===== src/rtl/pcm_slot_pkg.sv =====
package pcm_slot_pkg;

  // Strobes from the slot control to the datapath, one clock wide.
  typedef struct packed {
    logic txLoad;     // first bit of the transmit slot: take byte, drive MSB
    logic txShift;    // later bit of the transmit slot: drive next bit
    logic txOff;      // rising edge outside the transmit slot: release pads
    logic rxCapture;  // falling edge inside the receive slot: take one bit
    logic rxLast;     // the captured bit is the last of the sample
  } slotStrobes_t;

endpackage


===== src/rtl/pcm_slot_ctrl.sv =====
module pcm_slot_ctrl
  import pcm_slot_pkg::*;
#(
  parameter int MAX_SLOTS = 64,
  parameter int SAMPLE_W  = 8,
  localparam int IDX_W  = $clog2(MAX_SLOTS),
  localparam int SLOT_W = IDX_W + 1,
  localparam int BIT_W  = $clog2(SAMPLE_W),
  localparam int CNT_W  = IDX_W + BIT_W
) (
  input  logic              clk,
  input  logic              rstN,
  input  logic              bclkIn,
  input  logic              fsyncIn,
  input  logic              delayedMode,
  input  logic [SLOT_W-1:0] txSlot,
  input  logic [SLOT_W-1:0] rxSlot,
  output slotStrobes_t      strb
);

  localparam logic [CNT_W-1:0] LAST_BIT = CNT_W'(MAX_SLOTS * SAMPLE_W - 1);
  localparam logic [BIT_W-1:0] BIT_LAST = '1;

  logic [1:0]       bclkSync;
  logic [1:0]       fsSync;
  logic             bclkPrev;
  logic             fsSeen;
  logic             bRise;
  logic             bFall;
  logic             frameStart;
  logic [CNT_W-1:0] bitCnt;
  logic             running;
  logic             modeQ;
  logic             rxHit;
  logic             rxIdxLast;
  logic             txHit;

  // Sampling of the serial clocks into the system domain.
  always_ff @(posedge clk or negedge rstN) begin
    if (!rstN) begin
      bclkSync <= '0;
      fsSync   <= '0;
      bclkPrev <= 1'b0;
      fsSeen   <= 1'b0;
    end else begin
      bclkSync <= {bclkSync[0], bclkIn};
      fsSync   <= {fsSync[0], fsyncIn};
      bclkPrev <= bclkSync[1];
      if (bFall) fsSeen <= fsSync[1];
    end
  end

  assign bRise      = bclkSync[1] & ~bclkPrev;
  assign bFall      = ~bclkSync[1] & bclkPrev;
  assign frameStart = bFall & fsSync[1] & ~fsSeen;

  function automatic logic slotHit(input logic [CNT_W-1:0] c,
                                   input logic [SLOT_W-1:0] s,
                                   input logic dly);
    if (dly)
      return (s < SLOT_W'(MAX_SLOTS)) && (c[CNT_W-1:BIT_W] == s[IDX_W-1:0]);
    else
      return c[CNT_W-1:BIT_W] == '0;
  endfunction

  // Bit counter and receive window.
  always_ff @(posedge clk or negedge rstN) begin
    if (!rstN) begin
      bitCnt    <= '0;
      running   <= 1'b0;
      modeQ     <= 1'b0;
      rxHit     <= 1'b0;
      rxIdxLast <= 1'b0;
    end else begin
      if (bRise) begin
        rxHit     <= running & slotHit(bitCnt, rxSlot, modeQ);
        rxIdxLast <= bitCnt[BIT_W-1:0] == BIT_LAST;
        if (running) begin
          if (bitCnt == LAST_BIT) running <= 1'b0;
          bitCnt <= bitCnt + 1'b1;
        end
      end
      if (bFall) rxHit <= 1'b0;
      if (frameStart) begin
        bitCnt  <= '0;
        running <= 1'b1;
        modeQ   <= delayedMode;
      end
    end
  end

  assign txHit = running & slotHit(bitCnt, txSlot, modeQ);

  always_comb begin
    strb           = '0;
    strb.txLoad    = bRise & txHit & (bitCnt[BIT_W-1:0] == '0);
    strb.txShift   = bRise & txHit & (bitCnt[BIT_W-1:0] != '0);
    strb.txOff     = bRise & ~txHit;
    strb.rxCapture = bFall & rxHit;
    strb.rxLast    = rxIdxLast;
  end

  // the counter halts at the end of the longest frame
  p_run_stops_r10: assert property (@(posedge clk) disable iff (!rstN)
    (bRise && running && bitCnt == LAST_BIT) |=> !running);

  // each receive window admits one bit and then closes
  p_rx_window_r7: assert property (@(posedge clk) disable iff (!rstN)
    (bFall && rxHit) |=> !rxHit);

endmodule


===== src/rtl/pcm_slot_dp.sv =====
module pcm_slot_dp
  import pcm_slot_pkg::*;
#(
  parameter int NUM_PORTS = 2,
  parameter int SAMPLE_W  = 8,
  localparam int PORT_W = (NUM_PORTS > 1) ? $clog2(NUM_PORTS) : 1
) (
  input  logic                 clk,
  input  logic                 rstN,
  input  slotStrobes_t         strb,
  input  logic [PORT_W-1:0]    txPort,
  input  logic [PORT_W-1:0]    rxPort,
  input  logic [SAMPLE_W-1:0]  txByte,
  input  logic [NUM_PORTS-1:0] rxData,
  output logic [NUM_PORTS-1:0] txData,
  output logic [NUM_PORTS-1:0] txDrive,
  output logic [NUM_PORTS-1:0] slotEnN,
  output logic [SAMPLE_W-1:0]  rxByte,
  output logic                 rxValid
);

  logic [SAMPLE_W-1:0] txSh;
  logic                txBit;
  logic                txOn;
  logic [PORT_W-1:0]   txPortQ;
  logic [SAMPLE_W-1:0] rxSh;
  logic                rxBitIn;

  assign rxBitIn = rxData[rxPort];

  // Transmit shifter and pad state.
  always_ff @(posedge clk or negedge rstN) begin
    if (!rstN) begin
      txSh    <= '0;
      txBit   <= 1'b0;
      txOn    <= 1'b0;
      txPortQ <= '0;
    end else if (strb.txLoad) begin
      txBit   <= txByte[SAMPLE_W-1];
      txSh    <= {txByte[SAMPLE_W-2:0], 1'b0};
      txOn    <= 1'b1;
      txPortQ <= txPort;
    end else if (strb.txShift) begin
      txBit <= txSh[SAMPLE_W-1];
      txSh  <= {txSh[SAMPLE_W-2:0], 1'b0};
    end else if (strb.txOff) begin
      txBit <= 1'b0;
      txOn  <= 1'b0;
    end
  end

  // Receive shifter and byte hand-off.
  always_ff @(posedge clk or negedge rstN) begin
    if (!rstN) begin
      rxSh    <= '0;
      rxByte  <= '0;
      rxValid <= 1'b0;
    end else begin
      rxValid <= 1'b0;
      if (strb.rxCapture) begin
        rxSh <= {rxSh[SAMPLE_W-2:0], rxBitIn};
        if (strb.rxLast) begin
          rxByte  <= {rxSh[SAMPLE_W-2:0], rxBitIn};
          rxValid <= 1'b1;
        end
      end
    end
  end

  // Per-port pad view.
  for (genvar p = 0; p < NUM_PORTS; p++) begin : g_port
    assign txDrive[p] = txOn && (txPortQ == PORT_W'(p));
    assign txData[p]  = txDrive[p] & txBit;
    assign slotEnN[p] = ~txDrive[p];
  end

  // never more than one port drives the bus
  p_onehot_drive_r6: assert property (@(posedge clk) disable iff (!rstN)
    $onehot0(txDrive));

  // the valid strobe lasts one clock
  p_valid_pulse_r8: assert property (@(posedge clk) disable iff (!rstN)
    rxValid |=> !rxValid);

  // the received byte only moves together with the strobe
  p_byte_hold_r8: assert property (@(posedge clk) disable iff (!rstN)
    (rxByte != $past(rxByte)) |-> rxValid);

endmodule


===== src/rtl/pcm_slot_port.sv =====
module pcm_slot_port
  import pcm_slot_pkg::*;
#(
  parameter int NUM_PORTS = 2,
  parameter int MAX_SLOTS = 64,
  parameter int SAMPLE_W  = 8,
  localparam int SLOT_W = $clog2(MAX_SLOTS) + 1,
  localparam int PORT_W = (NUM_PORTS > 1) ? $clog2(NUM_PORTS) : 1
) (
  input  logic                 clk,
  input  logic                 rstN,
  input  logic                 bclkIn,
  input  logic                 fsyncIn,
  input  logic                 delayedMode,
  input  logic [SLOT_W-1:0]    txSlot,
  input  logic [SLOT_W-1:0]    rxSlot,
  input  logic [PORT_W-1:0]    txPort,
  input  logic [PORT_W-1:0]    rxPort,
  input  logic [SAMPLE_W-1:0]  txByte,
  input  logic [NUM_PORTS-1:0] rxData,
  output logic [NUM_PORTS-1:0] txData,
  output logic [NUM_PORTS-1:0] txDrive,
  output logic [NUM_PORTS-1:0] slotEnN,
  output logic [SAMPLE_W-1:0]  rxByte,
  output logic                 rxValid
);

  slotStrobes_t strb;

  pcm_slot_ctrl #(
    .MAX_SLOTS (MAX_SLOTS),
    .SAMPLE_W  (SAMPLE_W)
  ) u_ctrl (
    .clk         (clk),
    .rstN        (rstN),
    .bclkIn      (bclkIn),
    .fsyncIn     (fsyncIn),
    .delayedMode (delayedMode),
    .txSlot      (txSlot),
    .rxSlot      (rxSlot),
    .strb        (strb)
  );

  pcm_slot_dp #(
    .NUM_PORTS (NUM_PORTS),
    .SAMPLE_W  (SAMPLE_W)
  ) u_dp (
    .clk     (clk),
    .rstN    (rstN),
    .strb    (strb),
    .txPort  (txPort),
    .rxPort  (rxPort),
    .txByte  (txByte),
    .rxData  (rxData),
    .txData  (txData),
    .txDrive (txDrive),
    .slotEnN (slotEnN),
    .rxByte  (rxByte),
    .rxValid (rxValid)
  );

endmodule


===== config.mk =====
export PLATFORM = sky130hd
export DESIGN_NAME = pcm_slot_port
export DESIGN_NICKNAME = d
export VERILOG_FILES = /design/src/rtl/pcm_slot_pkg.sv /design/src/rtl/pcm_slot_ctrl.sv /design/src/rtl/pcm_slot_dp.sv /design/src/rtl/pcm_slot_port.sv
export SDC_FILE = /design/constraint.sdc
export NUM_CORES = 1
export LEC_CHECK = 0
export BUFFER_PORTS_ARGS = -buffer_cell sky130_fd_sc_hd__clkbuf_2
export CAP_MARGIN = 20
export CORE_ASPECT_RATIO = 0.9
export CORE_MARGIN = 2
export CORE_UTILIZATION = 45
export CTS_CLUSTER_DIAMETER = 60
export CTS_CLUSTER_SIZE = 28
export DETAILED_ROUTE_END_ITERATION = 16
export PLACE_DENSITY = 0.66
export SETUP_SLACK_MARGIN = 0.4
export SLEW_MARGIN = 20
export SYNTH_ARGS = -nofsm -noshare
export SYNTH_HDL_FRONTEND = slang
export SYNTH_HIERARCHICAL = 1
export SYNTH_SLANG_ARGS = --single-unit

===== constraint.sdc =====
create_clock -name clk -period 2.84 [get_ports clk]
set_input_delay 0.852 -clock clk [delete_from_list [all_inputs] [get_ports clk]]
set_output_delay 0.852 -clock clk [all_outputs]
set_load 0.01 [all_outputs]

==> flow_metrics.tcl, run 1 <==
set metrics [dict create \
    seqCellArea_um2 1130 \
    ys_top_cells_by_count "45 x dfrtp_1, 18 x nand2_1, 15 x mux2_2, 15 x xor2_1" \
    grt_pass1_wl_um 6550 \
    synth_seq_cells 45 \
    ys.flop_type "dfrtp_1" \
    fin_crit_ns 2.30 \
    cts_tree "built" \
    synth.top_cell.area_share_pct 52.4 \
    arrival_ns 2.48 \
    portBuffers 45 \
    wl_per_cell_um 12.3 \
    drive_above_1_share_pct 33.1 \
    first_pass_iters 4 \
    rows 23 \
    first_global_vias 1450 \
    synth_fp_nets 226 \
    area_delta_synth_final_pct 16.7 \
    core-area_um2 4520 \
    routabilityCongestion 0.721 \
    first_iter_violations 60 \
    postCtsHoldBufs 0 \
    die_area_um2 5350 \
    async_flop_share_pct 100 \
    clock_latency_ns 0.30 \
    drt_wl_total_um 3660 \
    finClkSkew_ns 0.0123 \
    cts_buffers 5 \
    die_w_um 76.9 \
    via_per_inst 4.93 \
    ys_seq_area_share_pct 52.4 \
    grtUsageTotal_pct 15.2 \
    antenna_found_initial 0 \
    path_class "reg -> reg" \
    slew_headroom_pct 66.9 \
    initial_core_util_pct 47.6 \
    leakage_uw 0.00129 \
    multi_input_area_um2 920 \
    yosys-top-cells-area "dfrtp_1 52%, mux2_2 7.9%, xor2_1 6.1%" \
    cts_setup_buffers 0 \
    grt-ovfl-total 0 \
    cts_max_level 2 \
    worstMarginPinSlew_ns 0.496 \
    synthMostInstantiatedCell "dfrtp_1" \
    fmax_mhz 435 \
    numClockSinks 45 \
    crit_required_ns 3.02 \
    antenna_left 0 \
    slew_violations 0 \
    cp-start-kind "flip-flop" \
    hold_viol 0 \
    fillers 414 \
    vias 1469 \
    cp-end-kind "flip-flop" \
    cts_resized 0 \
    worstPathMaxFanout 18 \
    nets 272 \
    yosysTopAreaCell "dfrtp_1" \
    hold_path_class "reg -> reg" \
    grt_max_degree 22 \
    root_buffer "clkbuf_8" \
    synth_cells 189 \
    cts_buffer_depth 2 \
    finalCritPeriodShare_pct 80.9 \
    dp_hpwl_um 2770 \
    antenna_cells 0 \
    path_clk_slew_ns 0.09 \
    pwr_density_cell_nw_per_um2 694 \
    max-cap-violations 0 \
    final_util_pct 55.6 \
    finalSetupViolCount 0 \
    ys.warnings.count 6 \
    fin_setup_tns_ns 0 \
    synth_edf_count 0 \
    peakVddDrop_mv 0.362 \
    ios 46 \
    route.detailed.drc 0 \
    syn_area_um2 2150 \
    die_y_um 69.6 \
    outcome "complete, no violations" \
    rsz0062_at_grt "no" \
    synth_cell_types 35 \
    synth.avg_cell_area_um2 11.4 \
]
## through the flow
stage / power, µW / area (µm²) / setup slack, ns / hold slack, ns / cells
2_1_floorplan: 1210 / 2150 / 0.569 / 0.331 / 189
3_3_place_gp: 1350 / 2420 / 0.379 / 0.334 / 290
3_5_place_dp: 1360 / 2420 / 0.343 / 0.342 / 290
4_1_cts: 1770 / 2510 / 0.526 / 0.364 / 298
5_1_grt: 1870 / 2510 / 0.445 / 0.375 / 298
6_report: 1740 / 2510 / 0.543 / 0.361 / 298
## per-layer routing
layer | vias up | track usage, % | routed length [µm]
met3 | 5 | 4.69 | 190
met4 | 0 | 4.85 | 44
met5 | - | 0 | 0
met1 | 691 | 21.6 | 1820
met2 | 43 | 22.4 | 1600
li1 | 730 | - | -
## kinds of logic (layout without fill, tap and decap cells)
logic type,count (synthesis),after routing,synth area share (%)
AO/OA/AOI/OAI,23,23,6.57
XOR/XNOR,18,18,7.33
adder cells (fa/ha/maj),6,6,3.49
buffers and inverters,20,67,4.89
flip-flops,45,45,52.4
multiplexers,23,23,11.6
AND/OR/NAND/NOR,54,54,13.7
## layout make-up
cell class | instances | share of cell area (%)
tap | 62 | 3.09
multi-input combinational | 124 | 36.6
inverter | 9 | 1.35
clock inverter | 3 | 0.847
clock buffer | 5 | 2.74
timing repair buffer | 50 | 10.5
sequential | 45 | 44.9
## cell usage in the layout (no fill, tap or decap), drive strengths merged, types with 5 or more instances in the layout
cell type and instances:
ha 6, clkbuf 50, xor2 15, a21oi 7, nand2 18, nor2 10, nand3 5, dfrtp 45
inv 10, mux2i 7, o21ai 10, mux2 16, buf 5
## where the power goes
part	internal [µW]	total, µW	switching, µW
logic	220	422	202
clock network	175	400	226
registers	799	919	120
total	1190	1740	548
## flip-flops by register name, summed over array words and instances (netlist names)
| signal | count |
|---|---|
| u_dp/txPortQ | 1 |
| u_ctrl/bclkSync | 2 |
| u_ctrl/bclkPrev | 1 |
| u_ctrl/rxHit | 1 |
| u_ctrl/running | 1 |
| u_ctrl/modeQ | 1 |
| u_ctrl/bitCnt | 9 |
| u_dp/rxByte | 8 |
| u_dp/txOn | 1 |
| u_dp/txSh | 7 |
| u_ctrl/rxIdxLast | 1 |
| u_dp/rxSh | 7 |
| u_dp/txBit | 1 |
| u_ctrl/fsSync | 2 |
| u_ctrl/fsSeen | 1 |
| u_dp/rxValid | 1 |
## worst paths after layout
check	cells past startpoint	slack, ns	from	to
max in group asynchronous	2	1.75	rstN	u_ctrl/bitCnt[1]
setup / recovery	6	0.54	u_ctrl/bitCnt[4]	u_dp/txPortQ
hold / removal	0	0.36	u_ctrl/fsSync[0]	u_ctrl/fsSync[1]
setup reg to reg	6	0.54	u_ctrl/bitCnt[4]	u_dp/txPortQ
hold reg to reg	0	0.36	u_ctrl/fsSync[0]	u_ctrl/fsSync[1]
min in group asynchronous	1	0.50	rstN	u_ctrl/fsSeen
## critical path, cell delays in order, from the launching register on
cell and delay (ns):
dfrtp_1 0.48, or4b_4 0.57, nor3_2 0.15, a41oi_1 0.10
nor4b_2 0.30, buf_4 0.23, mux2_2 0.34
(Power assumes the default switching activity.)
==> run 2, diff against run 1 <==
Settings changed: ABC_AREA set to 1, PLACE_DENSITY 0.66 to 0.68.
Clock period 2.84 ns to 1.95 ns, I/O delays scaled along.
==> run 2 against run 1 <==
- combinational power increased by 72%
- area after synthesis grew 6.6%
- power increased by 56%
- flip-flop and latch count stayed put
- critical path depth increased by 3
- clock power grew 78%
- worst hold slack worse by 0.11 ns
- non-clock buffer count grew 19
- register-to-register slack worse by 0.29 ns
- highest routed layer unchanged
==> flow_metrics.tcl, run 2 <==
set metrics [dict create \
    synth_edf_count 0 \
    first_iter_violations 66 \
    portBuffers 45 \
    cts_tree "built" \
    grtUsageTotal_pct 17.3 \
    yosysTopAreaCell "dfrtp_1" \
    peakVddDrop_mv 0.474 \
    ys.flop_type "dfrtp_1" \
    antenna_cells 0 \
    hold_path_class "in -> async" \
    drt_wl_total_um 4670 \
    worstPathMaxFanout 8 \
    clock_latency_ns 0.29 \
    fin_crit_ns 1.70 \
    slew_headroom_pct 83.5 \
    finalCritPeriodShare_pct 87.2 \
    cp_top_family "simple AND/OR/NAND/NOR gates" \
    ys_seq_area_share_pct 49.1 \
    first_global_vias 1803 \
    ys_top_cells_by_count "89 x nand2_1, 45 x dfrtp_1, 35 x inv_1" \
    reg2reg_depth 9 \
    path_class "reg -> reg" \
    pwr_density_cell_nw_per_um2 919 \
    die_y_um 71.7 \
    cp-end-kind "flip-flop" \
    synth.avg_cell_area_um2 8.16 \
    numClockSinks 45 \
    grt-ovfl-total 0 \
    largest-register "u_ctrl/bitCnt" \
    max-cap-violations 0 \
    antenna_found_initial 0 \
    yosys-top-cells-area "dfrtp_1 49%, nand2_1 15%, inv_1 5.7%" \
    syn_area_um2 2290 \
    die_w_um 79.3 \
    rr_endpoint "u_dp/txSh[7]" \
    worstMarginPinSlew_ns 0.247 \
    leakage_uw 0.00159 \
    yosys.area_share.simple_pct 28.5 \
    synth_cell_types 32 \
    dp_hpwl_um 3200 \
    fin_cells 416 \
    finClkSkew_ns 0.00391 \
    synth_cells 281 \
    finalSetupViolCount 0 \
    r2r-start "u_ctrl/bitCnt[8]" \
    drive_above_1_share_pct 34.2 \
    slew_violations 0 \
    vias 1902 \
    crit_buf_inv 1 \
    startpoint "u_ctrl/bitCnt[8]" \
    nets 387 \
    rsz0062_at_grt "yes" \
    cts_buffer_depth 2 \
    first_pass_iters 4 \
    post-place-cells 390 \
    antenna_left 0 \
    synth_fp_nets 318 \
    grt_pass1_wl_um 7770 \
    final_cell_mix "87 x nand2_1, 42 x dfrtp_1, 40 x clkbuf_2" \
    worstPathCellList "nor2_1, nand4_1, a21boi_2, nand3_2, nor2_2, buf_6, nor2_4, nand2_1, nand3_1" \
    largest_reg_flops 9 \
    crit_required_ns 2.13 \
    total_power_uw 2720 \
    initial_core_util_pct 47.1 \
    synth_compound_area_share_pct 8.29 \
    r2r_slack_ns 0.25 \
    root_buffer "clkbuf_8" \
    path_clk_slew_ns 0.08 \
    fillers 449 \
    ys.warnings.count 6 \
    synthMostInstantiatedCell "nand2_1" \
    hold_viol 0 \
    via_per_inst 4.57 \
    synth_seq_cells 45 \
    layout_commonest_cell "nand2_1" \
    synthMuxAreaShare_pct 0.491 \
    ios 46 \
    grt_max_degree 46 \
    rows 24 \
    final_util_pct 60.7 \
    max_stage_delay_ns 0.44 \
    synth.top_cell.area_share_pct 49.1 \
    area_delta_synth_final_pct 28.8 \
    postCtsHoldBufs 0 \
    cts_buffers 5 \
    core-area_um2 4860 \
    largestRegisters "u_ctrl/bitCnt: 9 flops, u_dp/rxByte: 8 flops" \
    outcome "complete, no violations" \
    cts_max_level 2 \
    route.detailed.drc 0 \
    synth_top_family_by_area "simple AND/OR/NAND/NOR gates" \
    async_flop_share_pct 100 \
    crit_path_top_delay_cell "dfrtp_1" \
    arrival_ns 1.88 \
    die_area_um2 5680 \
    synth_xor_area_share_pct 0.382 \
    cp-start-kind "flip-flop" \
    fin_setup_tns_ns 0 \
    whs_ns 0.256 \
    wl_per_cell_um 11.2 \
    routabilityCongestion 0.836 \
    fmax_mhz 588 \
    synth-adder-area-share_pct 3.27 \
]
-- run 2: final cells by class --
class / instances / area (µm²) / share of cell area (%)
inverter: 43 / 165 / 5.59
sequential: 45 / 1130 / 38.2
multi-input combinational: 186 / 1010 / 34.3
clock buffer: 7 / 86.3 / 2.92
clock inverter: 1 / 30.0 / 1.02
tap: 65 / 81.3 / 2.75
timing repair buffer: 69 / 448 / 15.2
-- run 2: timing repair --
action	CTS	global route
gates cloned	1	0
resized for setup	13	19
buffers inserted	7	10
pin swaps	4	6
endpoints found under the setup margin	15	29
-- run 2: worst register-to-register path, delay by kind of cell, from the launching register on --
| family | cells | cell delay (ns) |
|---|---|---|
| AND/OR/NAND/NOR | 7 | 0.80 |
| AO/OA/AOI/OAI | 1 | 0.21 |
| flip-flops | 1 | 0.44 |
| buffers and inverters | 1 | 0.14 |
-- run 2: how the worst max path moves through the flow --
stage / endpoint / slack (ns) / depth (start not counted)
after CTS: txData[0] / 0.26 / 4
after detailed placement: u_dp/txSh[2] / 0.06 / 13
after global placement: u_dp/txSh[6] / 0.10 / 12
after floorplan: u_dp/txSh[2] / 0.34 / 11
after global routing: u_dp/txSh[6] / 0.14 / 8
final: u_dp/txSh[7] / 0.25 / 9
-- run 2: metrics by stage --
stage | instance area [µm²] | setup slack [ns]
4_1_cts | 2810 | 0.259
3_3_place_gp | 2600 | 0.105
5_1_grt | 2950 | 0.143
3_5_place_dp | 2600 | 0.0555
2_1_floorplan | 2310 | 0.337
6_report | 2950 | 0.250
-- run 2: per-layer routing --
layer | part of all wire [%] | vias to the layer above | global-route usage [%] | wire, µm
li1 | - | 1008 | - | -
met1 | 48 | 863 | 24.3 | 2260
met2 | 47 | 27 | 26.8 | 2190
met3 | 3.3 | 4 | 3.53 | 152
met4 | 1.4 | 0 | 6.32 | 65
met5 | 0 | - | 0 | 0
-- run 2: power breakdown --
group	internal, µW	switching (µW)	leakage, µW
Clock	418	296	0.0000585
Sequential	1140	131	0.000577
Combinational	297	429	0.000958
-- run 2: cell families (layout without fill, tap and decap cells) --
kind of cell,after synthesis,after routing
simple gates,147,147
buf+inv,50,120
flops,45,45
compound gates,31,31
fa+ha+maj,6,6
xor+xnor,1,1
mux,1,1
